==> config.mk <==
export PLATFORM = sky130hd
export DESIGN_NAME = usart_tx
export DESIGN_NICKNAME = d
export VERILOG_FILES = /design/src/rtl/usart_tx_pkg.sv /design/src/rtl/utx_tick_gen.sv /design/src/rtl/utx_hold.sv /design/src/rtl/utx_shifter.sv /design/src/rtl/usart_tx.sv
export SDC_FILE = /design/constraint.sdc
export NUM_CORES = 1
export LEC_CHECK = 0
export ABC_CLOCK_PERIOD_IN_PS = 5900
export BUFFER_PORTS_ARGS = -buffer_cell sky130_fd_sc_hd__buf_4
export CORE_AREA = 4 4 109 59
export CTS_BUF_LIST = sky130_fd_sc_hd__clkbuf_16
export DETAILED_ROUTE_END_ITERATION = 7
export DIE_AREA = 0 0 113 63
export PLACE_DENSITY = 0.76
export SYNTH_ARGS = -nofsm -noshare
export SYNTH_HDL_FRONTEND = slang
export SYNTH_SLANG_ARGS = --single-unit
==> constraint.sdc <==
create_clock -name clk -period 5.9 [get_ports clk]
set_input_delay 0.885 -clock clk [delete_from_list [all_inputs] [get_ports clk]]
set_output_delay 0.885 -clock clk [all_outputs]
set_load 0.02 [all_outputs]
==> src/rtl/usart_tx_pkg.sv <==
package usart_tx_pkg;

   localparam int unsigned MIN_WORD = 5;

   typedef enum logic [1:0] {
      RATE_X1    = 2'd0,
      RATE_X16   = 2'd1,
      RATE_X64   = 2'd2,
      RATE_X64_B = 2'd3
   } rate_e;

endpackage

==> src/rtl/utx_tick_gen.sv <==
module utx_tick_gen
   import usart_tx_pkg::*;
#(
   parameter int unsigned SYNC_STAGES = 2,
   parameter int unsigned DIV_MID     = 16,
   parameter int unsigned DIV_HI      = 64
) (
   input  logic       clk,
   input  logic       rst_n,
   input  logic       tx_clk_i,
   input  logic       sync_mode_i,
   input  logic [1:0] rate_i,
   output logic       bit_tick_o
);

   localparam int unsigned DCW = $clog2(DIV_HI);

   generate
      if (SYNC_STAGES < 1) begin : g_bad_sync
         $error("utx_tick_gen: SYNC_STAGES must be at least 1");
      end
      if (DIV_MID < 2 || DIV_HI <= DIV_MID) begin : g_bad_div
         $error("utx_tick_gen: need 2 <= DIV_MID < DIV_HI");
      end
   endgenerate

   logic          clk_s;
   logic          clk_prev;
   logic          fall;
   logic [DCW-1:0] cnt;
   logic [DCW-1:0] lim;
   rate_e          rate;

   generate
      if (SYNC_STAGES == 1) begin : g_sync1
         logic stage;
         always_ff @(posedge clk or negedge rst_n) begin
            if (!rst_n) stage <= 1'b0;
            else        stage <= tx_clk_i;
         end
         assign clk_s = stage;
      end else begin : g_syncn
         logic [SYNC_STAGES-1:0] stage;
         always_ff @(posedge clk or negedge rst_n) begin
            if (!rst_n) stage <= '0;
            else        stage <= {stage[SYNC_STAGES-2:0], tx_clk_i};
         end
         assign clk_s = stage[SYNC_STAGES-1];
      end
   endgenerate

   always_ff @(posedge clk or negedge rst_n) begin
      if (!rst_n) clk_prev <= 1'b0;
      else        clk_prev <= clk_s;
   end

   assign fall = clk_prev & ~clk_s;
   assign rate = rate_e'(rate_i);

   always_comb begin
      if (sync_mode_i) begin
         lim = '0;
      end else begin
         unique case (rate)
            RATE_X1:  lim = '0;
            RATE_X16: lim = DCW'(DIV_MID - 1);
            default:  lim = DCW'(DIV_HI - 1);
         endcase
      end
   end

   always_ff @(posedge clk or negedge rst_n) begin
      if (!rst_n) begin
         cnt <= '0;
      end else if (fall) begin
         if (cnt >= lim) cnt <= '0;
         else            cnt <= cnt + 1'b1;
      end
   end

   assign bit_tick_o = fall & (cnt >= lim);

endmodule

==> src/rtl/utx_hold.sv <==
module utx_hold #(
   parameter int unsigned DW = 8
) (
   input  logic          clk,
   input  logic          rst_n,
   input  logic          wr_en_i,
   input  logic [DW-1:0] wr_data_i,
   input  logic          gate_i,
   input  logic          pop_i,
   output logic [DW-1:0] data_o,
   output logic          full_o,
   output logic          ok_o
);

   always_ff @(posedge clk or negedge rst_n) begin
      if (!rst_n) begin
         data_o <= '0;
         full_o <= 1'b0;
         ok_o   <= 1'b0;
      end else if (wr_en_i) begin
         data_o <= wr_data_i;
         full_o <= 1'b1;
         ok_o   <= gate_i;
      end else if (pop_i) begin
         full_o <= 1'b0;
         ok_o   <= 1'b0;
      end else if (gate_i && full_o) begin
         ok_o   <= 1'b1;
      end
   end

endmodule

==> src/rtl/utx_shifter.sv <==
module utx_shifter
   import usart_tx_pkg::*;
#(
   parameter int unsigned DW   = 8,
   parameter int unsigned WL_W = 2
) (
   input  logic            clk,
   input  logic            rst_n,
   input  logic            bit_tick_i,
   input  logic            gate_i,
   input  logic            sync_mode_i,
   input  logic [WL_W-1:0] word_len_i,
   input  logic            par_en_i,
   input  logic            par_odd_i,
   input  logic            stop2_i,
   input  logic [DW-1:0]   sync_char_i,
   input  logic            hold_full_i,
   input  logic            hold_ok_i,
   input  logic [DW-1:0]   hold_data_i,
   output logic            pop_o,
   output logic            txd_o,
   output logic            busy_data_o
);

   localparam int unsigned FW    = DW + 4;
   localparam int unsigned LEN_W = $clog2(FW + 1);

   typedef struct packed {
      logic [LEN_W-1:0] len;
      logic [FW-1:0]    bits;
   } frame_t;

   function automatic frame_t frame_of(input logic [DW-1:0] d,
                                       input logic [WL_W-1:0] wl,
                                       input logic sync, input logic pen,
                                       input logic podd, input logic two);
      frame_t        f;
      logic [DW-1:0] mask;
      logic [DW-1:0] dm;
      logic          par;
      int            nb;
      int            off;
      nb = int'(MIN_WORD) + int'(wl);
      if (nb > int'(DW)) nb = int'(DW);
      mask = {DW{1'b1}} >> (int'(DW) - nb);
      dm   = d & mask;
      par  = (^dm) ^ podd;
      off  = sync ? 0 : 1;
      f.bits = '1;
      if (!sync) f.bits[0] = 1'b0;
      f.bits = f.bits & ~(FW'(mask) << off);
      f.bits = f.bits | (FW'(dm) << off);
      off    = off + nb;
      if (pen) begin
         f.bits = f.bits & ~(FW'(1) << off);
         f.bits = f.bits | (FW'(par) << off);
         off    = off + 1;
      end
      if (!sync) off = off + (two ? 2 : 1);
      f.len = LEN_W'(off);
      return f;
   endfunction

   logic          active;
   logic          is_data;
   logic [FW-1:0] sreg;
   logic [LEN_W-1:0] left;
   logic          boundary;
   logic          want;
   frame_t        dframe;
   frame_t        fframe;

   always_comb begin
      boundary = !active || (left == LEN_W'(1));
      want     = hold_full_i && (gate_i || hold_ok_i);
      pop_o    = bit_tick_i && boundary && want;
      dframe   = frame_of(hold_data_i, word_len_i, sync_mode_i, par_en_i,
                          par_odd_i, stop2_i);
      fframe   = frame_of(sync_char_i, word_len_i, sync_mode_i, par_en_i,
                          par_odd_i, stop2_i);
   end

   always_ff @(posedge clk or negedge rst_n) begin
      if (!rst_n) begin
         active  <= 1'b0;
         is_data <= 1'b0;
         sreg    <= '1;
         left    <= '0;
      end else if (bit_tick_i && boundary) begin
         if (want) begin
            sreg    <= dframe.bits;
            left    <= dframe.len;
            active  <= 1'b1;
            is_data <= 1'b1;
         end else if (sync_mode_i && gate_i) begin
            sreg    <= fframe.bits;
            left    <= fframe.len;
            active  <= 1'b1;
            is_data <= 1'b0;
         end else begin
            sreg    <= '1;
            left    <= '0;
            active  <= 1'b0;
            is_data <= 1'b0;
         end
      end else if (active && !is_data && !gate_i) begin
         active <= 1'b0;
         sreg   <= '1;
      end else if (bit_tick_i) begin
         sreg <= {1'b1, sreg[FW-1:1]};
         left <= left - 1'b1;
      end
   end

   assign txd_o       = (active && (is_data || gate_i)) ? sreg[0] : 1'b1;
   assign busy_data_o = active && is_data;

endmodule

==> src/rtl/usart_tx.sv <==
module usart_tx
   import usart_tx_pkg::*;
#(
   parameter int unsigned DW          = 8,
   parameter int unsigned WL_W        = $clog2(DW - MIN_WORD + 1),
   parameter int unsigned SYNC_STAGES = 2,
   parameter int unsigned DIV_MID     = 16,
   parameter int unsigned DIV_HI      = 64
) (
   input  logic            clk,
   input  logic            rst_n,
   input  logic            wr_en_i,
   input  logic [DW-1:0]   wr_data_i,
   input  logic            tx_en_i,
   input  logic            cts_n_i,
   input  logic            sync_mode_i,
   input  logic [1:0]      baud_sel_i,
   input  logic [WL_W-1:0] word_len_i,
   input  logic            par_en_i,
   input  logic            par_odd_i,
   input  logic            stop2_i,
   input  logic [DW-1:0]   sync_char_i,
   input  logic            tx_clk_i,
   output logic            txd_o,
   output logic            txrdy_o,
   output logic            txrdy_stat_o,
   output logic            txempty_o
);

   generate
      if (DW < MIN_WORD || DW > 16) begin : g_bad_dw
         $error("usart_tx: DW must lie between MIN_WORD and 16");
      end
      if (WL_W < 1) begin : g_bad_wl
         $error("usart_tx: WL_W must be at least 1");
      end
   endgenerate

   logic          gate;
   logic          bit_tick;
   logic          pop;
   logic          hold_full;
   logic          hold_ok;
   logic [DW-1:0] hold_data;
   logic          busy_data;

   assign gate = tx_en_i & ~cts_n_i;

   utx_tick_gen #(
      .SYNC_STAGES (SYNC_STAGES),
      .DIV_MID     (DIV_MID),
      .DIV_HI      (DIV_HI)
   ) i_tick (
      .clk         (clk),
      .rst_n       (rst_n),
      .tx_clk_i    (tx_clk_i),
      .sync_mode_i (sync_mode_i),
      .rate_i      (baud_sel_i),
      .bit_tick_o  (bit_tick)
   );

   utx_hold #(
      .DW        (DW)
   ) i_hold (
      .clk       (clk),
      .rst_n     (rst_n),
      .wr_en_i   (wr_en_i),
      .wr_data_i (wr_data_i),
      .gate_i    (gate),
      .pop_i     (pop),
      .data_o    (hold_data),
      .full_o    (hold_full),
      .ok_o      (hold_ok)
   );

   utx_shifter #(
      .DW          (DW),
      .WL_W        (WL_W)
   ) i_shift (
      .clk         (clk),
      .rst_n       (rst_n),
      .bit_tick_i  (bit_tick),
      .gate_i      (gate),
      .sync_mode_i (sync_mode_i),
      .word_len_i  (word_len_i),
      .par_en_i    (par_en_i),
      .par_odd_i   (par_odd_i),
      .stop2_i     (stop2_i),
      .sync_char_i (sync_char_i),
      .hold_full_i (hold_full),
      .hold_ok_i   (hold_ok),
      .hold_data_i (hold_data),
      .pop_o       (pop),
      .txd_o       (txd_o),
      .busy_data_o (busy_data)
   );

   assign txrdy_stat_o = ~hold_full;
   assign txrdy_o      = ~hold_full & tx_en_i;
   assign txempty_o    = ~busy_data & ~(hold_full & (gate | hold_ok));

endmodule

==> qor.tcl, run 1 <==
set qor(outcome) {complete, no violations}
set qor(clk_pin_slew_worst_paths_ns) 0.06
set qor(timing.final.hold_violations) 0
set qor(crit_path_max_fanout) 23
set qor(synth.yosys.seq_area_share) 0.316
set qor(max-clock-path-buffers) 2
set qor(syn2layout_area_growth_pct) 15.9
set qor(ys_top_cells_by_area) {dfrtp_1, dfstp_2, ha_1, nor2_1, mux2_2}
set qor(area.sequential_sq_um) 941
set qor(initial_utilization) 0.551
set qor(leading_cell_type_by_number_of_instances_after_synthesis) {nor2_1}
set qor(start_kind) {input pin}
set qor(drt_pass1_iterations) 5
set qor(grt_start_max_net_pins) 38
set qor(synth_cell_type_count) 55
set qor(vert_die_dim_microns) 63
set qor(synth-edff-count) 0
set qor(finalNetCount) 426
set qor(cts_hold_buffers) 0
set qor(placed_cell_area_sq_mm) 0.00325
set qor(synth.largest_area_cell) {dfrtp_1}
set qor(clkLatencyLatePin_ns) 0.29
set qor(finalCoreUtilization) 0.639
set qor(required_ns) 6.07
set qor(dominant_register_cell_in_the_synthesized_netlist) {dfrtp_1}
set qor(design.die.area_sq_mm) 0.00712
set qor(synth.top_cell.area_share) 0.210
set qor(switch_pwr_mw) 0.489
set qor(final.period_utilization) 0.643
set qor(synth_top_cells_by_count) {nor2_1, nand2_1, dfrtp_1, ha_1, a21oi_1}
set qor(grt_overflow) 0
set qor(max_freq_ghz) 0.264
set qor(layout_cell_share_with_drive_strength_beyond_1) 0.197
set qor(syn-mean-instance-area_sq_um) 8.60
set qor(criticalPathCategory) {input pin to register}
set qor(async_flop_share) 1.00
set qor(gpl.final_weighted_congestion) 0.951
set qor(syn-instance-count) 346
set qor(die_width_microns) 113
set qor(powerDensity_mw_per_mm2) 380
set qor(via_count_of_the_first_global_routing_pass) 2653
set qor(peak_supply_drop_uv) 196
set qor(slew_viol_final) 0
set qor(ctsResizeCount) 0
set qor(unrepaired_setup_endpoints_after_global_routing) {no}
set qor(sequentialPowerShare) 0.317
set qor(post_cts.repair.setup_buffers) 0
set qor(cts_inserted_buffers) 5
set qor(floorplan.rows) 19
set qor(drt-initial-drc-count) 195
set qor(floorplan.core_area_sq_mm) 0.00540
set qor(arrival_ns) 3.96
set qor(fin_tns_setup_ns) 0
set qor(finalSetupViolCount) 0
set qor(syn-num-nets) 402
set qor(synth.yosys.warnings) 0
set qor(hpwl_microns) 5530
set qor(ys_ff_latch) 37
set qor(grt_pass1_wl_microns) 12800
set qor(design_power_total_mw) 1.31
set qor(holdCritPathClass) {register to register}
set qor(postRouteAntennaNets) 0
set qor(master_cell_of_the_clock_root_buffer) {clkbuf_16}
set qor(antenna_cells_inserted) 0
set qor(finalClockSkew_ns) 0.00554
set qor(holdWs_ns) 0.347
set qor(portBuffers) 33
set qor(final_routed_wirelength_across_all_metal_layers_microns) 7350
set qor(avgRoutedWirePerCell_microns) 16.5
set qor(post_synth_instance_area_sq_mm) 0.00297
set qor(grt_usage) 0.221
set qor(clock_network_power_share) 0.273
set qor(final_design_area_no_fill_sq_mm) 0.00345
set qor(drcViolationCount) 0
set qor(vias_per_cell) 6.02
set qor(max-slew-margin-rel) 0.205
set qor(internal_power_mw) 0.820
set qor(vias) 2673
set qor(initial_antenna_violation_count) 0
set qor(clock-sinks) 37
set qor(power.static_leakage_nw) 1.50
set qor(fin_crit_ns) 3.79
set qor(layout.filler_cells) 461
set qor(max_cap_violations) 0
set qor(htree_levels) 2
set qor(p_comb_frac) 0.410
set qor(worstMarginPinSlew_ns) 1.19
set qor(netSwitchingFraction) 0.374
set qor(type_of_destination_of_the_critical_path) {register}
set qor(io_pins) 34
set qor(multi_input_area_sq_mm) 0.00189
set qor(cts_tree) {built}
power groups by stage:
stage | clock [mW] | combinational [mW] | sequential [mW]
final | 0.357 | 0.536 | 0.415
after global routing | 0.374 | 0.603 | 0.429
after CTS | 0.359 | 0.533 | 0.415
after detailed placement | 0 | 0.529 | 0.418
after global placement | 0 | 0.502 | 0.413
after floorplan | 0 | 0.409 | 0.396
cells in the final DEF (no fill, tap or decap), types with 5 or more instances in the layout:
master | netlist | layout
inv_1 | 19 | 19
mux2_2 | 11 | 11
o22ai_1 | 5 | 5
ha_1 | 24 | 24
o21ai_0 | 19 | 18
xor2_1 | 6 | 6
buf_4 | 0 | 34
nor2_1 | 46 | 46
nor2b_1 | 6 | 6
nand2_1 | 27 | 27
o211ai_1 | 10 | 10
nand2b_1 | 7 | 7
a21o_1 | 5 | 5
nor3_1 | 8 | 8
mux2i_1 | 5 | 5
a21oi_1 | 23 | 23
xnor2_1 | 8 | 8
clkbuf_16 | 0 | 5
dfstp_2 | 12 | 12
dfrtp_1 | 25 | 25
final cells by class:
type | count | area share
clock buffer | 5 | 0.0363
clock inverter | 3 | 0.0200
inverter | 19 | 0.0207
multi-input combinational | 273 | 0.549
sequential | 37 | 0.273
tap | 73 | 0.0265
timing repair buffer | 34 | 0.0741
final timing paths:
path	end	from	depth (start not counted)	slack [ns]
setup / recovery	i_shift.left[1]	sync_mode_i	12	2.11
hold / removal	i_tick.g_syncn.stage[1]	i_tick.g_syncn.stage[0]	0	0.35
setup reg to reg	i_shift.left[0]	i_tick.cnt[0]	9	3.09
hold reg to reg	i_tick.g_syncn.stage[1]	i_tick.g_syncn.stage[0]	0	0.35
max in group asynchronous	i_shift.sreg[8]	rst_n	1	4.98
min in group asynchronous	i_hold.data_o[7]	rst_n	1	0.55
metrics by stage:
stage / worst slack (ns) / cells
final: 2.11 / 444
after floorplan: 2.17 / 346
after global placement: 1.91 / 436
after detailed placement: 1.84 / 436
after CTS: 2.13 / 444
after global routing: 1.78 / 444
critical path, cell delays in order:
cell,delay [ns]
buf_4,0.23
inv_1,0.20
ha_1,0.28
fa_1,0.65
ha_1,0.28
a21oi_1,0.26
inv_1,0.10
fa_1,0.51
nor2_1,0.04
a21oi_1,0.18
o22ai_1,0.11
a22o_1,0.25
cells by family after synthesis:
group	share of synthesized area
compound gates	0.225
xor+xnor	0.0597
fa+ha+maj	0.114
buf+inv	0.0484
flops	0.316
mux	0.0585
simple gates	0.178
per-layer routing:
metal	global-route usage	wire, microns
met1	0.299	3300
met2	0.359	3420
met3	0.0522	561
met4	0.0495	68
met5	0	0
flip-flops by register name, summed over array words and instances, names as in the netlist:
name,count
i_shift.sreg,12
i_shift.is_data,1
i_tick.cnt,6
i_hold.data_o,8
i_hold.ok_o,1
i_tick.g_syncn.stage,2
i_hold.full_o,1
i_tick.clk_prev,1
i_shift.active,1
i_shift.left,4
Power figures use the tool's default switching activity.
==> run 2: changes to the inputs <==
--- a/config.mk
+++ b/config.mk
@@ -5,13 +5,13 @@
 export SDC_FILE = /design/constraint.sdc
 export NUM_CORES = 1
 export LEC_CHECK = 0
-export ABC_CLOCK_PERIOD_IN_PS = 5900
+export ABC_CLOCK_PERIOD_IN_PS = 3100
 export BUFFER_PORTS_ARGS = -buffer_cell sky130_fd_sc_hd__buf_4
-export CORE_AREA = 4 4 109 59
+export CORE_AREA = 4 4 111 60
 export CTS_BUF_LIST = sky130_fd_sc_hd__clkbuf_16
 export DETAILED_ROUTE_END_ITERATION = 7
-export DIE_AREA = 0 0 113 63
-export PLACE_DENSITY = 0.76
+export DIE_AREA = 0 0 115 64
+export PLACE_DENSITY = 0.77
 export SYNTH_ARGS = -nofsm -noshare
 export SYNTH_HDL_FRONTEND = slang
 export SYNTH_SLANG_ARGS = --single-unit
==> constraint.sdc (replaced) <==
create_clock -name clk -period 3.1 [get_ports clk]
set_input_delay 0.465 -clock clk [delete_from_list [all_inputs] [get_ports clk]]
set_output_delay 0.465 -clock clk [all_outputs]
set_load 0.02 [all_outputs]
==> qor.tcl, run 2 (synthesis gave the netlist of run 1 again) <==
set qor(max-slew-margin-rel) 0.547
set qor(peak_supply_drop_uv) 395
set qor(unrepaired_setup_endpoints_after_global_routing) {no}
set qor(finalSetupViolCount) 0
set qor(syn2layout_area_growth_pct) 17.3
set qor(layout_cell_share_with_drive_strength_beyond_1) 0.216
set qor(crit_path_max_fanout) 3
set qor(slew_viol_final) 0
set qor(portBuffers) 33
set qor(grt_pass1_wl_microns) 13000
set qor(arrival_ns) 3.10
set qor(dp_worst_setup_slack_ns) -0.0512
set qor(grt_usage) 0.228
set qor(criticalPathCategory) {input pin to register}
set qor(grt_start_max_net_pins) 38
set qor(fin_crit_ns) 2.88
set qor(cts_hold_buffers) 0
set qor(start_kind) {input pin}
set qor(initial_antenna_violation_count) 0
set qor(layout.filler_cells) 523
set qor(holdCritPathClass) {input pin to asynchronous set/reset pin}
set qor(floorplan.core_area_sq_mm) 0.00581
set qor(required_ns) 3.32
set qor(via_count_of_the_first_global_routing_pass) 2576
set qor(post_cts.repair.setup_buffers) 0
set qor(die_width_microns) 115
set qor(biggestRegsByFlops) {i_shift.sreg: 12 flops, i_hold.data_o: 8 flops, i_tick.cnt: 6 flops}
set qor(drt-initial-drc-count) 296
set qor(flop2flop_setup_slack_ns) 0.60
set qor(max_cap_violations) 0
set qor(gpl.final_weighted_congestion) 0.956
set qor(vias_per_cell) 5.99
set qor(max_ffs_per_register) 12
set qor(area.sequential_sq_um) 941
set qor(timing.reg2reg.worst_path_depth) 10
set qor(design.die.area_sq_mm) 0.00736
set qor(antenna_cells_inserted) 0
set qor(ctsResizeCount) 0
set qor(master_cell_of_the_clock_root_buffer) {clkbuf_16}
set qor(drcViolationCount) 0
set qor(powerDensity_mw_per_mm2) 702
set qor(worstMarginPinSlew_ns) 0.679
set qor(multi_input_area_sq_mm) 0.00190
set qor(layout.cells.most_common) {nor2_1}
set qor(cts_inserted_buffers) 5
set qor(finalClockSkew_ns) 0.00329
set qor(crit-reg2reg-capture) {i_hold.ok_o}
set qor(max-clock-path-buffers) 2
set qor(final_critical_path_setup_slack_ns) 0.220
set qor(max_freq_ghz) 0.347
set qor(finalNetCount) 434
set qor(clk_pin_slew_worst_paths_ns) 0.06
set qor(outcome) {complete, no violations}
set qor(io_pins) 34
set qor(regMostFlops) {i_shift.sreg}
set qor(initial_utilization) 0.512
set qor(power.static_leakage_nw) 1.52
set qor(top_library_cells_by_usage_in_the_layout_fill_and_taps_aside) {nor2_1, buf_4, nand2_1}
set qor(type_of_destination_of_the_critical_path) {register}
set qor(postRouteAntennaNets) 0
set qor(cts_tree) {built}
set qor(r2r_start) {i_tick.cnt[0]}
set qor(final_routed_wirelength_across_all_metal_layers_microns) 8030
set qor(clock-sinks) 37
set qor(final.period_utilization) 0.929
set qor(avgRoutedWirePerCell_microns) 17.6
set qor(timing.final.hold_violations) 0
set qor(drt_pass1_iterations) 5
set qor(clkLatencyLatePin_ns) 0.29
set qor(floorplan.rows) 20
set qor(hpwl_microns) 6210
set qor(grt_overflow) 0
set qor(htree_levels) 2
set qor(vias) 2730
set qor(vert_die_dim_microns) 64
set qor(fin_tns_setup_ns) 0
-- run 2: worst max-delay path by stage --
| stage | depth (start not counted) | start | endpoint | slack [ns] |
|---|---|---|---|---|
| final | 14 | sync_mode_i | i_shift.left[3] | 0.22 |
| after global routing | 13 | sync_mode_i | i_shift.sreg[9] | 0.08 |
| after CTS | 14 | sync_mode_i | i_shift.left[3] | 0.23 |
| after detailed placement | 14 | sync_mode_i | i_shift.left[3] | -0.05 |
| after global placement | 13 | sync_mode_i | i_shift.left[0] | 0.09 |
| after floorplan | 12 | sync_mode_i | i_shift.left[1] | 0.006 |
-- run 2: area by class of cell --
cell class	count	area share
clock buffers	5	0.0359
clock inverters	3	0.0118
inverters	19	0.0204
multi-input cells	273	0.544
flip-flops and latches	37	0.270
well taps	77	0.0276
repair buffers	42	0.0904
-- run 2: worst max-delay path, cell delays in order --
cell,delay [ns]
buf_4,0.12
inv_1,0.06
ha_1,0.23
fa_2,0.56
ha_1,0.25
a21oi_2,0.19
ha_1,0.25
a21oi_1,0.14
nor2_1,0.07
o211ai_1,0.10
o31ai_1,0.10
a211oi_1,0.24
o21ai_0,0.14
a21oi_1,0.17
-- run 2: report_power, final --
part,leakage (nW),internal (mW),switching (mW),total (mW)
Clock,0.0775,0.377,0.213,0.590
Sequential,0.430,0.660,0.135,0.794
Combinational,1.01,0.455,0.612,1.07
-- run 2: metal layers --
metal / up-vias / wire [microns] / global-route usage
met3: 12 / 820 / 0.0577
met5: - / 0 / 0
li1: 1294 / - / -
met4: 0 / 85 / 0.0512
met2: 121 / 3040 / 0.299
met1: 1303 / 4090 / 0.365
-- run 2: through the flow --
stage               utilization  hold slack, ns  instances  area, sq um  power [mW]
global placement          0.572           0.333        448         3320        1.80
global route              0.601           0.168        456         3490        2.61
CTS                       0.601           0.150        456         3490        2.44
floorplan                     -           0.169        346         2980        1.53
detailed placement        0.572           0.342        448         3320        1.84
finish                    0.601           0.131        456         3490        2.45
